**src/rtl/banded_decoder_pkg.sv**
```systemverilog
package banded_decoder_pkg;
  typedef enum logic {
    SPREAD_CHAIN = 1'b0,
    SPREAD_TREE  = 1'b1
  } spread_impl_e;
endpackage

```
**src/rtl/band_onehot.sv**
```systemverilog
module band_onehot #(
  parameter int AW = 6,
  localparam int N = 1 << AW
) (
  input  logic [AW-1:0] addr,
  output logic [N-1:0]  hot
);
  for (genvar i = 0; i < N; i++) begin : g_line
    assign hot[i] = (addr == AW'(i));
  end
endmodule

```
**src/rtl/band_spread.sv**
```systemverilog
// Spreads every set input bit toward the high end of the vector, or toward
// the low end when UPWARD is 0. A seed bit turns the whole vector on.
module band_spread #(
  parameter int N = 64,
  parameter banded_decoder_pkg::spread_impl_e IMPL = banded_decoder_pkg::SPREAD_CHAIN,
  parameter bit UPWARD = 1'b1,
  localparam int LVL = $clog2(N)
) (
  input  logic [N-1:0] vin,
  input  logic         seed,
  output logic [N-1:0] therm
);
  logic [N-1:0] oriented;
  logic [N-1:0] spread;

  // Reverse the vector for the downward case, so that one upward core serves both.
  for (genvar i = 0; i < N; i++) begin : g_orient
    if (UPWARD) begin : g_up
      assign oriented[i] = vin[i];
      assign therm[i]    = spread[i];
    end else begin : g_dn
      assign oriented[i] = vin[N-1-i];
      assign therm[i]    = spread[N-1-i];
    end
  end

  if (IMPL == banded_decoder_pkg::SPREAD_CHAIN) begin : g_chain
    // Ripple chain: the seed enters at the base and each stage ORs in its neighbour.
    logic [N-1:0] link;
    assign link[0] = oriented[0] | seed;
    for (genvar i = 1; i < N; i++) begin : g_link
      assign link[i] = oriented[i] | link[i-1];
    end
    assign spread = link;
  end else begin : g_tree
    // Prefix OR tree: log2(N) levels, each doubling the reach of the previous one.
    logic [N-1:0] stage [LVL+1];
    assign stage[0] = oriented;
    for (genvar k = 0; k < LVL; k++) begin : g_lvl
      for (genvar i = 0; i < N; i++) begin : g_bit
        if (i >= (1 << k)) begin : g_or
          assign stage[k+1][i] = stage[k][i] | stage[k][i-(1<<k)];
        end else begin : g_pass
          assign stage[k+1][i] = stage[k][i];
        end
      end
    end
    assign spread = stage[LVL] | {N{seed}};
  end
endmodule

```
**src/rtl/band_reset_sync.sv**
```systemverilog
module band_reset_sync (
  input  logic clk,
  input  logic rst_n,
  output logic rst_q_n
);
  logic meta_q;
  logic sync_q;

  always_ff @(posedge clk or negedge rst_n) begin
    if (!rst_n) begin
      meta_q <= 1'b0;
      sync_q <= 1'b0;
    end else begin
      meta_q <= 1'b1;
      sync_q <= meta_q;
    end
  end

  assign rst_q_n = sync_q;
endmodule

```
**src/rtl/banded_range_decoder.sv**
```systemverilog
module banded_range_decoder #(
  parameter int AW = 6,
  parameter banded_decoder_pkg::spread_impl_e SPREAD_IMPL = banded_decoder_pkg::SPREAD_CHAIN,
  localparam int N = 1 << AW
) (
  input  logic          clk,
  input  logic          rst_n,
  input  logic          strobe,
  input  logic          sel,
  input  logic          carry_below,
  input  logic          carry_above,
  input  logic [AW-1:0] lo_addr,
  input  logic [AW-1:0] hi_addr,
  output logic [N-1:0]  lines
);
  logic         rst_q_n;
  logic [N-1:0] lo_hot;
  logic [N-1:0] hi_hot;
  logic [N-1:0] at_or_above;
  logic [N-1:0] at_or_below;
  logic [N-1:0] lines_d;
  logic [N-1:0] lines_q;
  logic         lines_en;

  band_reset_sync u_rst (
    .clk     (clk),
    .rst_n   (rst_n),
    .rst_q_n (rst_q_n)
  );

  band_onehot #(.AW(AW)) u_lo_dec (.addr(lo_addr), .hot(lo_hot));
  band_onehot #(.AW(AW)) u_hi_dec (.addr(hi_addr), .hot(hi_hot));

  band_spread #(.N(N), .IMPL(SPREAD_IMPL), .UPWARD(1'b1)) u_lo_spread (
    .vin   (lo_hot),
    .seed  (carry_below),
    .therm (at_or_above)
  );

  band_spread #(.N(N), .IMPL(SPREAD_IMPL), .UPWARD(1'b0)) u_hi_spread (
    .vin   (hi_hot),
    .seed  (carry_above),
    .therm (at_or_below)
  );

  // Next state: the two halves intersected, then gated by select and strobe.
  assign lines_en = 1'b1;
  always_comb begin
    lines_d = '0;
    if (strobe && sel) begin
      lines_d = at_or_above & at_or_below;
    end
  end

  always_ff @(posedge clk or negedge rst_q_n) begin
    if (!rst_q_n) begin
      lines_q <= '0;
    end else if (lines_en) begin
      lines_q <= lines_d;
    end
  end

  assign lines = lines_q;
endmodule

```
**config.mk**
```make
export PLATFORM = sky130hd
export DESIGN_NAME = banded_range_decoder
export DESIGN_NICKNAME = d
export VERILOG_FILES = /design/src/rtl/banded_decoder_pkg.sv /design/src/rtl/band_onehot.sv /design/src/rtl/band_spread.sv /design/src/rtl/band_reset_sync.sv /design/src/rtl/banded_range_decoder.sv
export SDC_FILE = /design/constraint.sdc
export NUM_CORES = 1
export LEC_CHECK = 0
export BUFFER_PORTS_ARGS = -buffer_cell sky130_fd_sc_hd__buf_2
export CAP_MARGIN = 20
export CORE_ASPECT_RATIO = 0.7
export CORE_MARGIN = 1.5
export CORE_UTILIZATION = 40
export CTS_BUF_LIST = sky130_fd_sc_hd__clkbuf_16
export DETAILED_ROUTE_END_ITERATION = 10
export GPL_TIMING_DRIVEN = 0
export PLACE_DENSITY = 0.58
export SYNTH_ARGS = -nofsm -noshare
export SYNTH_HDL_FRONTEND = slang
export SYNTH_HIERARCHICAL = 1
export SYNTH_SLANG_ARGS = --single-unit
```
**constraint.sdc**
```tcl
create_clock -name clk -period 2.7 [get_ports clk]
set_input_delay 0.27 -clock clk [delete_from_list [all_inputs] [get_ports clk]]
set_output_delay 0.27 -clock clk [all_outputs]
set_load 0.05 [all_outputs]
```
== Word-level counts from Yosys, hierarchy flattened ==
Cells that the tools add are included.

* Bits in registers: 66
* Input port bits: 18
* Output and inout bits: 64
* Logic and storage cells: 262

* Eq/ne operators: 126
* Multiplexer cells: 1
* Bitwise logic cells: 129
* Reduce and logical (&&, ||, !) cells: 3

{| class="wikitable"
|+ Operators by type and width
! cell !! number
|-
| $eq 6x6->1 const B || 64
|-
| $eq 6x5->1 const B || 32
|-
| $or 1x1->1 || 128
|-
| $eq 6x4->1 const B || 16
|-
| $and 64x64->64 || 1
|-
| $mux 64 || 1
|-
| $eq 6x3->1 const B || 8
|-
| $eq 6x2->1 const B || 4
|-
| $eq 6x1->1 const B || 2
|-
| $logic_not 6->1 || 2
|-
| $logic_and 1x1->1 || 1
|}

== Logic depth before layout (Yosys ltp) ==
Gate-level depths: netlist of run 1.

* Depth after elaboration: 67
* Gate-level depth with buffers: 10
* Gate-level depth less buffers: 8

== Cells and area by module ==
Netlist of run 1, hierarchy kept.

{| class="wikitable"
|+ By module, submodules not included
! module !! instances !! cells an instance !! area each (um^2) !! seq. area each (um^2)
|-
| banded_range_decoder || 1 || 142 || 2242.2 || 1601.5
|-
| band_spread || 2 || 121 || 726.9 || 0.0
|-
| band_onehot || 2 || 95 || 461.7 || 0.0
|-
| band_reset_sync || 1 || 3 || 53.8 || 50.0
|}

== Least setup slack after synthesis of run 1 ==
Ideal clock, no wire load.

* Kind: input-to-reg
* From: input port lo_addr[0]
* To: register lines_q[63] (netlist: lines[63])
* Setup time: 121 ps
* Arrival: 2448 ps
* Data required time: 2579 ps
* Path slack: 131 ps
* Cell stages on the path: 10
* Buffers on the path: 3
* Cells stage by stage: nand2b_1 -> clkbuf_1 -> clkbuf_1 -> nor2_1 -> nor3_2 -> nand4b_1 -> nor4_4 -> buf_6 -> nand4_1 -> and4_2

* Elaborated cells on any way between the ends: 130
* Those cells by class: eq/ne (63); mux (1); bitwise (65); reduce/logical (1)

{| class="wikitable"
|+ RTL lines
! item !! line !! RTL
|-
| start: declaration || banded_range_decoder.sv:12 || <nowiki>input logic [AW-1:0] lo_addr,</nowiki>
|-
| $eq 6x4->1 || band_onehot.sv:9 || <nowiki>assign hot[i] = (addr == AW'(i));</nowiki>
|-
| named net lo_hot[10] || banded_range_decoder.sv:17 || <nowiki>logic [N-1:0] lo_hot;</nowiki>
|-
| $or 1x1->1 (54 in a row) || band_spread.sv:32 || <nowiki>assign link[i] = oriented[i] | link[i-1];</nowiki>
|-
| named net at_or_above[63] || banded_range_decoder.sv:19 || <nowiki>logic [N-1:0] at_or_above;</nowiki>
|-
| $and 64x64->64 || banded_range_decoder.sv:51 || <nowiki>lines_d = at_or_above & at_or_below;</nowiki>
|-
| $mux 64 || banded_range_decoder.sv:50 || <nowiki>if (strobe && sel) begin</nowiki>
|-
| named net lines_d[63] || banded_range_decoder.sv:21 || <nowiki>logic [N-1:0] lines_d;</nowiki>
|-
| end signal: assignment || banded_range_decoder.sv:59 || <nowiki>lines_q <= lines_d;</nowiki>
|-
| end: declaration || banded_range_decoder.sv:22 || <nowiki>logic [N-1:0] lines_q;</nowiki>
|}

The timed path passes the listed nets, and every way through them passes these cells.

== Final worst setup path of run 1 ==
* From: input port lo_addr[3]
* To: register lines_q[63] (netlist: lines[63])

* Longest elaborated chain between the ends: 67
* Elaborated cells on any way between the ends: 130
* Those cells by class: eq/ne (63); mux (1); bitwise (65); reduce/logical (1)

{| class="wikitable"
|+ Ends and longest elaborated chain
! item !! line !! RTL
|-
| $logic_not 6->1 || band_onehot.sv:9 ||
|-
| named net lo_hot[0] || banded_range_decoder.sv:17 ||
|-
| $or 1x1->1 || band_spread.sv:30 || <nowiki>assign link[0] = oriented[0] | seed;</nowiki>
|-
| $or 1x1->1 (7 in a row) || band_spread.sv:32 ||
|-
| named net at_or_above[7] || banded_range_decoder.sv:19 ||
|-
| $or 1x1->1 (56 in a row) || band_spread.sv:32 ||
|-
| named net at_or_above[63] || banded_range_decoder.sv:19 ||
|-
| $and 64x64->64 || banded_range_decoder.sv:51 ||
|-
| $mux 64 || banded_range_decoder.sv:50 ||
|-
| named net lines_d[63] || banded_range_decoder.sv:21 ||
|}

The timed path passes the listed nets, and every way through them passes these cells.

==> out/summary.txt, run 1 <==
synthesis-to-finish area growth: 23.2%
Synth cell types: 33
Synth Warn #: 6
CTS root buffer: clkbuf_16
Fin. Hold Viols: 0
DRC errors left: 0
CTS Buf Count: 9
Top Metal Used: met4
critical path class: in -> reg
Post-Syn Nets: 595
dpl cell area: 5280 um^2
max_cap viols: 0
Sequential cell area: 1650 um^2
Final min period: 2.56 ns
register area share after synthesis: 35.3%
Filler Cell Count: 1152
Clock Skew: 0.00520 ns
fmax: 390 MHz
drt first pass iters: 5
CTS tree: built
CP Launch Type: primary input
area leader, netlist: dfrtp_1
initial antenna violation count: 0
met1 WL: 7.22 mm
ranking of synthesized cells by area: dfrtp_1 (35%), nor2_1 (13%), and4_1 (11%)
Layout Cell Area excl Fill: 5760 um^2
vias in the first global route: 4341
Post-synth top cells: nor2_1 (162), dfrtp_1 (66), and4_1 (60)
io pins: 82
synthesized flop and latch total: 66
cell with the most instances after synthesis: nor2_1
EDFF count, synth: 0
P per Cell Area: 515 nW/um^2
max incr delay on CP: 0.40 ns
Multi-input gate area: 2830 um^2
most used cell, CP: nor4_4
prevailing post-synth register cell: dfrtp_1
share of layout cells above drive strength 1: 26.0%
crit share post-route: 95.0%
Post-DP HPWL: 11.0 mm
largest net degree at the start of global routing: 41
WL/cell: 17.3 um
Lkg Pwr: 2.69 nW
share of the synthesized area in the top cell type: 35.3%
H-tree depth: 3
Mapped Cells: 577
Finish-stage setup viols: 0
CP cell instances: buf_2 -> clkbuf_1 -> or4_1 -> nor2_1 -> nor4_4 -> nand3_4 -> nor4_4 -> buf_4 -> buf_6 -> nand4_1 -> and4_2
WL met2: 5.93 mm
worst min-delay path class: in -> async
diode count: 0
first-pass GRT wire length: 23.3 mm
die area: 12400 um^2
worst-path fanout max: 10
clk_lat worst skew: 0.33 ns
drt initial violations: 358
I/O Buffers: 79
clock-pin slew on the worst setup and hold paths: 0.06 ns
Die Ht: 93.4 um
Clock Tree Buf Depth: 2
Worst-Margin Slew: 0.564 ns
global-route total usage across every layer: 24.2%
Initial Util: 41.7%
Crit path arrival time: 2.79 ns
TritonCTS Sinks: 66
via count: 4760
gpl congestion: 0.913
Die X: 132 um
drt total wl: 14.4 mm
asr flop ratio synth: 100%
Row Count: 32
syn_area_per_cell: 8.10 um^2
Total Nets Final: 694
cell area after synthesis: 4670 um^2
Worst EP required: 2.92 ns
final max-slew violation count: 0
Avg Vias per Cell: 5.71
outcome: complete, no violations
VDD IR max: 0.292 mV
Routed Antenna Nets: 0
CP max-delay cell: nor4_4
crit end category: register
grt ovf: 0
routed wl met3: 1.15 mm
Core Region: 11200 um^2
Fin Hold WS: 0.253 ns
Rel. slew slack: 62.1%
==> flip-flops by register name, summed over array words and instances, names as in the netlist <==
| register | count |
|---|---|
| u_rst/rst_q_n | 1 |
| lines | 64 |
| u_rst/meta_q | 1 |
==> cells by family after synthesis <==
kind of cell	after synthesis	share of synthesized area, %
simple gates	444	58.1
flops	66	35.3
buf+inv	66	6.48
other cells	1	0.0802
==> layout by cell type, fill, tap and decap left out, types with 16 or more instances in the layout <==
| cell type | instances |
|---|---|
| nor2_1 | 162 |
| nand2b_1 | 16 |
| and4_1 | 60 |
| buf_2 | 88 |
| nand2_1 | 28 |
| nand4_1 | 20 |
| dfrtp_1 | 65 |
| nand3_1 | 22 |
| inv_1 | 22 |
| nand4b_1 | 22 |
==> metal layers <==
metal  vias to the layer above  track usage, %
li1                       2263               -
met1                      2294            36.4
met2                       188            34.8
met3                        15            5.91
met4                         0            5.04
met5                         -               0
==> power breakdown <==
| part | total, mW | internal [mW] | switching (mW) |
|---|---|---|---|
| registers | 1.07 | 1.05 | 0.0201 |
| logic | 0.861 | 0.265 | 0.596 |
| clock network | 1.03 | 0.610 | 0.425 |
==> what timing repair did <==
item | in CTS | in global routing
setup buffers | 5 | 7
endpoints found under the hold margin | 2 | 0
gates resized for setup | 13 | 21
pin swaps | 2 | 4
hold buffers | 1 | 0
endpoints found under the setup margin | 64 | 64
==> through the flow <==
step	util (%)	setup slack (ns)	setup TNS, ns	instances	power, mW
floorplan	-	0.131	0	577	1.68
global route	51.3	-0.00266	-0.00266	834	3.11
CTS	50.1	-0.0131	-0.0131	831	2.96
detailed placement	47.1	-0.920	-45.98	810	1.90
finish	51.3	0.135	0	834	2.97
global placement	46.9	-0.925	-45.60	809	1.89
==> final timing paths <==
path / slack, ns / cells past startpoint / to / from
max reg2reg: 1.85 / 1 / lines[57] / u_rst/rst_q_n
max: 0.14 / 11 / lines[63] / lo_addr[3]
min in group clk: 0.35 / 0 / u_rst/rst_q_n / u_rst/meta_q
max in group asynchronous: 1.85 / 1 / lines[57] / u_rst/rst_q_n
min reg2reg: 0.26 / 0 / lines[24] / u_rst/rst_q_n
min: 0.25 / 2 / u_rst/meta_q / rst_n
==> critical path: cells and delay by family <==
| kind | cells | cell delay [ns] |
|---|---|---|
| and+or+nand+nor | 7 | 1.69 |
| buffers and inverters | 4 | 0.79 |
==> final cells by class <==
cell class	instances	share of cell area [%]
flip-flops and latches	66	28.7
repair buffers	93	8.96
inverters	20	1.30
clock inverters	7	0.674
plain buffers	41	3.98
well taps	153	3.33
multi-input cells	445	49.1
clock buffers	9	3.91
(Power assumes the default switching activity.)
==> inputs of run 2 (changes only) <==
Settings changed: CORE_UTILIZATION 40 to 57, PLACE_DENSITY 0.58 to 0.79.
==> run 2 against run 1 <==
Effect of this change:
- sequential share of layout area rose by 0.60 points
- wire length fell by 1.9%
- fmax fell by 0.93%
- total power rose by 0.33%
- core utilization rose by 20 points
- critical path type unchanged
- sequential power barely moved
- via count rose by 2.4%
- flip-flop and latch count did not move
==> out/summary.txt, run 2 (same netlist as run 1, synthesis figures left out) <==
Clock Skew: 0.00486 ns (-0.000341 ns)
final max-slew violation count: 0 (unchanged)
Fin. Hold Viols: 0 (unchanged)
Tot Pwr: 2.98 mW (+0.33%)
commonest non-fill, non-tap cells in the layout: nor2_1 (162), buf_2 (88), dfrtp_1 (65), and4_1 (60), nand2_1 (28)
Finish-stage setup viols: 0 (unchanged)
Sw Pwr: 1.06 mW (+1.9%)
Die X: 111 um (-16%)
Reg2Reg Depth: 1 (unchanged)
Avg Vias per Cell: 6.25 (+9.4%)
global-route total usage across every layer: 33.3% (+9.1 points)
clock-pin slew on the worst setup and hold paths: 0.06 ns (about the same)
Lkg Pwr: 2.66 nW (-1.0%)
Cell Int Power: 1.91 mW (-0.55%)
gpl congestion: 0.963 (+5.6%)
Final min period: 2.59 ns (+0.0242 ns)
dpl cell area: 5220 um^2 (-1.2%)
worst min-delay path class: in -> async
Worst R2R Setup Slack: 1.80 ns (-0.05 ns)
drt initial violations: 495 (+38%)
Initial Util: 59.1% (+17 points)
Row Count: 27 (-16%)
register share of total power: 36.0% (about the same)
Post-DP HPWL: 10.2 mm (-6.4%)
commonest non-fill, non-tap cell in the layout: nor2_1
fmax: 386 MHz (-0.93%)
Logic pwr share: 28.6% (-0.4 points)
outcome: complete, no violations
initial antenna violation count: 1 (+1)
CTS tree: built
crit share post-route: 95.9% (+0.89 points)
Rel. slew slack: 57.6% (-4.5 points)
Worst-Margin Slew: 0.636 ns (+0.0725 ns)
Routed Antenna Nets: 0 (unchanged)
worst-path fanout max: 10 (unchanged)
crit end category: register
max_cap viols: 0 (unchanged)
critical path class: in -> reg
Layout Cell Area excl Fill: 5640 um^2 (-2.0%)
worst setup path start: hi_addr[3]
io pins: 82 (unchanged)
Filler Cell Count: 629 (-45%)
TritonCTS Sinks: 66 (unchanged)
H-tree depth: 3 (unchanged)
P per Cell Area: 528 nW/um^2 (+2.4%)
Core Util, Final: 71.3% (+20 points)
clock power share: 35.3% (+0.4 points)
drt first pass iters: 6 (+1)
Worst Setup EP: lines[0]
Crit path arrival time: 2.81 ns (+0.02 ns)
clk_lat worst skew: 0.34 ns (about the same)
switching share of power: 35.7% (+0.56 points)
vias in the first global route: 4414 (+1.7%)
Worst EP required: 2.92 ns (about the same)
die area: 8760 um^2 (-29%)
grt ovf: 0 (unchanged)
max reg flops: 64 (unchanged)
share of layout cells above drive strength 1: 25.9% (-0.071 points)
I/O Buffers: 79 (unchanged)
diode count: 0 (unchanged)
first-pass GRT wire length: 22.7 mm (-2.7%)
CTS root buffer: clkbuf_16
Total Nets Final: 692 (-0.29%)
drt total wl: 14.2 mm (-1.9%)
CTS Buf Count: 9 (unchanged)
WL/cell: 18.1 um (+4.9%)
Worst R2R End: lines[1]
Fin Hold WS: 0.257 ns (+0.00370 ns)
via count: 4872 (+2.4%)
CP Launch Type: primary input
Die Ht: 78.8 um (-16%)
VDD IR max: 0.557 mV (+90%)
RR Startpoint: u_rst/rst_q_n
DRC errors left: 0 (unchanged)
Clock Tree Buf Depth: 2 (unchanged)
largest net degree at the start of global routing: 39 (-4.9%)
synthesis-to-finish area growth: 20.6%
Core Region: 7910 um^2 (-29%)
## run 2: cell types whose count changed in the layout (fill, tap and decap cells not counted)
| cell | previous run | this run |
|---|---|---|
| nor3_2 | 8 | 9 |
| clkbuf_2 | 12 | 15 |
| clkbuf_4 | 3 | 2 |
| clkinv_1 | 0 | 1 |
| nor3_4 | 2 | 1 |
| clkinv_4 | 1 | 0 |
| clkinvlp_4 | 1 | 2 |
| buf_4 | 14 | 11 |
| nor4_2 | 7 | 10 |
| inv_1 | 22 | 21 |
| clkbuf_1 | 9 | 8 |
| nor4_4 | 7 | 4 |
## run 2: worst min-delay path by stage
stage | start | end | slack [ns] | cells after the start
5_1_grt | rst_n | u_rst/rst_q_n | 0.27 | 2
3_3_place_gp | rst_n | u_rst/meta_q | 0.05 | 1
3_5_place_dp | rst_n | u_rst/meta_q | 0.06 | 1
2_1_floorplan | rst_n | u_rst/meta_q | -0.03 | 0
4_1_cts | rst_n | u_rst/meta_q | 0.23 | 2
6_report | rst_n | u_rst/meta_q | 0.26 | 2
## run 2: per-stage QoR
step | instances | setup slack (ns) | TNS [ns]
floorplan | 577 | 0.131 | 0
global placement | 757 | -0.770 | -34.86
finish | 780 | 0.111 | 0
global route | 780 | -0.0114 | -0.0173
CTS | 782 | -0.0123 | -0.0123
detailed placement | 758 | -0.825 | -40.19
## run 2: layout make-up
class,count,area [um^2],share of cell area [%]
buffer,42,233,4.13
clock buffer,9,225,3.99
clock inverter,7,37.5,0.666
inverter,20,75.1,1.33
multi-input combinational,445,2800,49.6
sequential,66,1650,29.3
tap,101,126,2.24
timing repair buffer,90,493,8.74
## run 2: what timing repair did
action	CTS	global route
endpoints found under the setup margin	64	63
pin swaps	3	2
setup buffers	7	2
hold endpoints to repair	2	0
gates resized for setup	6	30
hold buffers	1	0
## run 2: power by group through the flow
stage	clock network (mW)	logic [mW]	registers, mW
detailed placement	0	0.800	1.09
global route	1.11	0.909	1.08
CTS	1.06	0.825	1.07
floorplan	0	0.363	1.31
finish	1.05	0.852	1.07
global placement	0	0.779	1.10
## run 2: layer usage
| metal | GRT usage (%) | routed length, um | up-vias |
|---|---|---|---|
| met5 | 0 | 16 | - |
| met4 | 10.8 | 190 | 2 |
| met3 | 10.3 | 1640 | 27 |
| met2 | 48.8 | 6070 | 309 |
| met1 | 46.9 | 6230 | 2259 |
| li1 | - | - | 2275 |
## run 2: worst max-delay path, stage by stage
cell,delay [ns]
buf_2,0.15
clkbuf_1,0.38
nand4b_1,0.24
nor2_1,0.10
nor3_2,0.31
nand4b_1,0.23
buf_4,0.22
nor4_4,0.25
buf_4,0.19
buf_6,0.14
nand4_1,0.11
and4_2,0.22
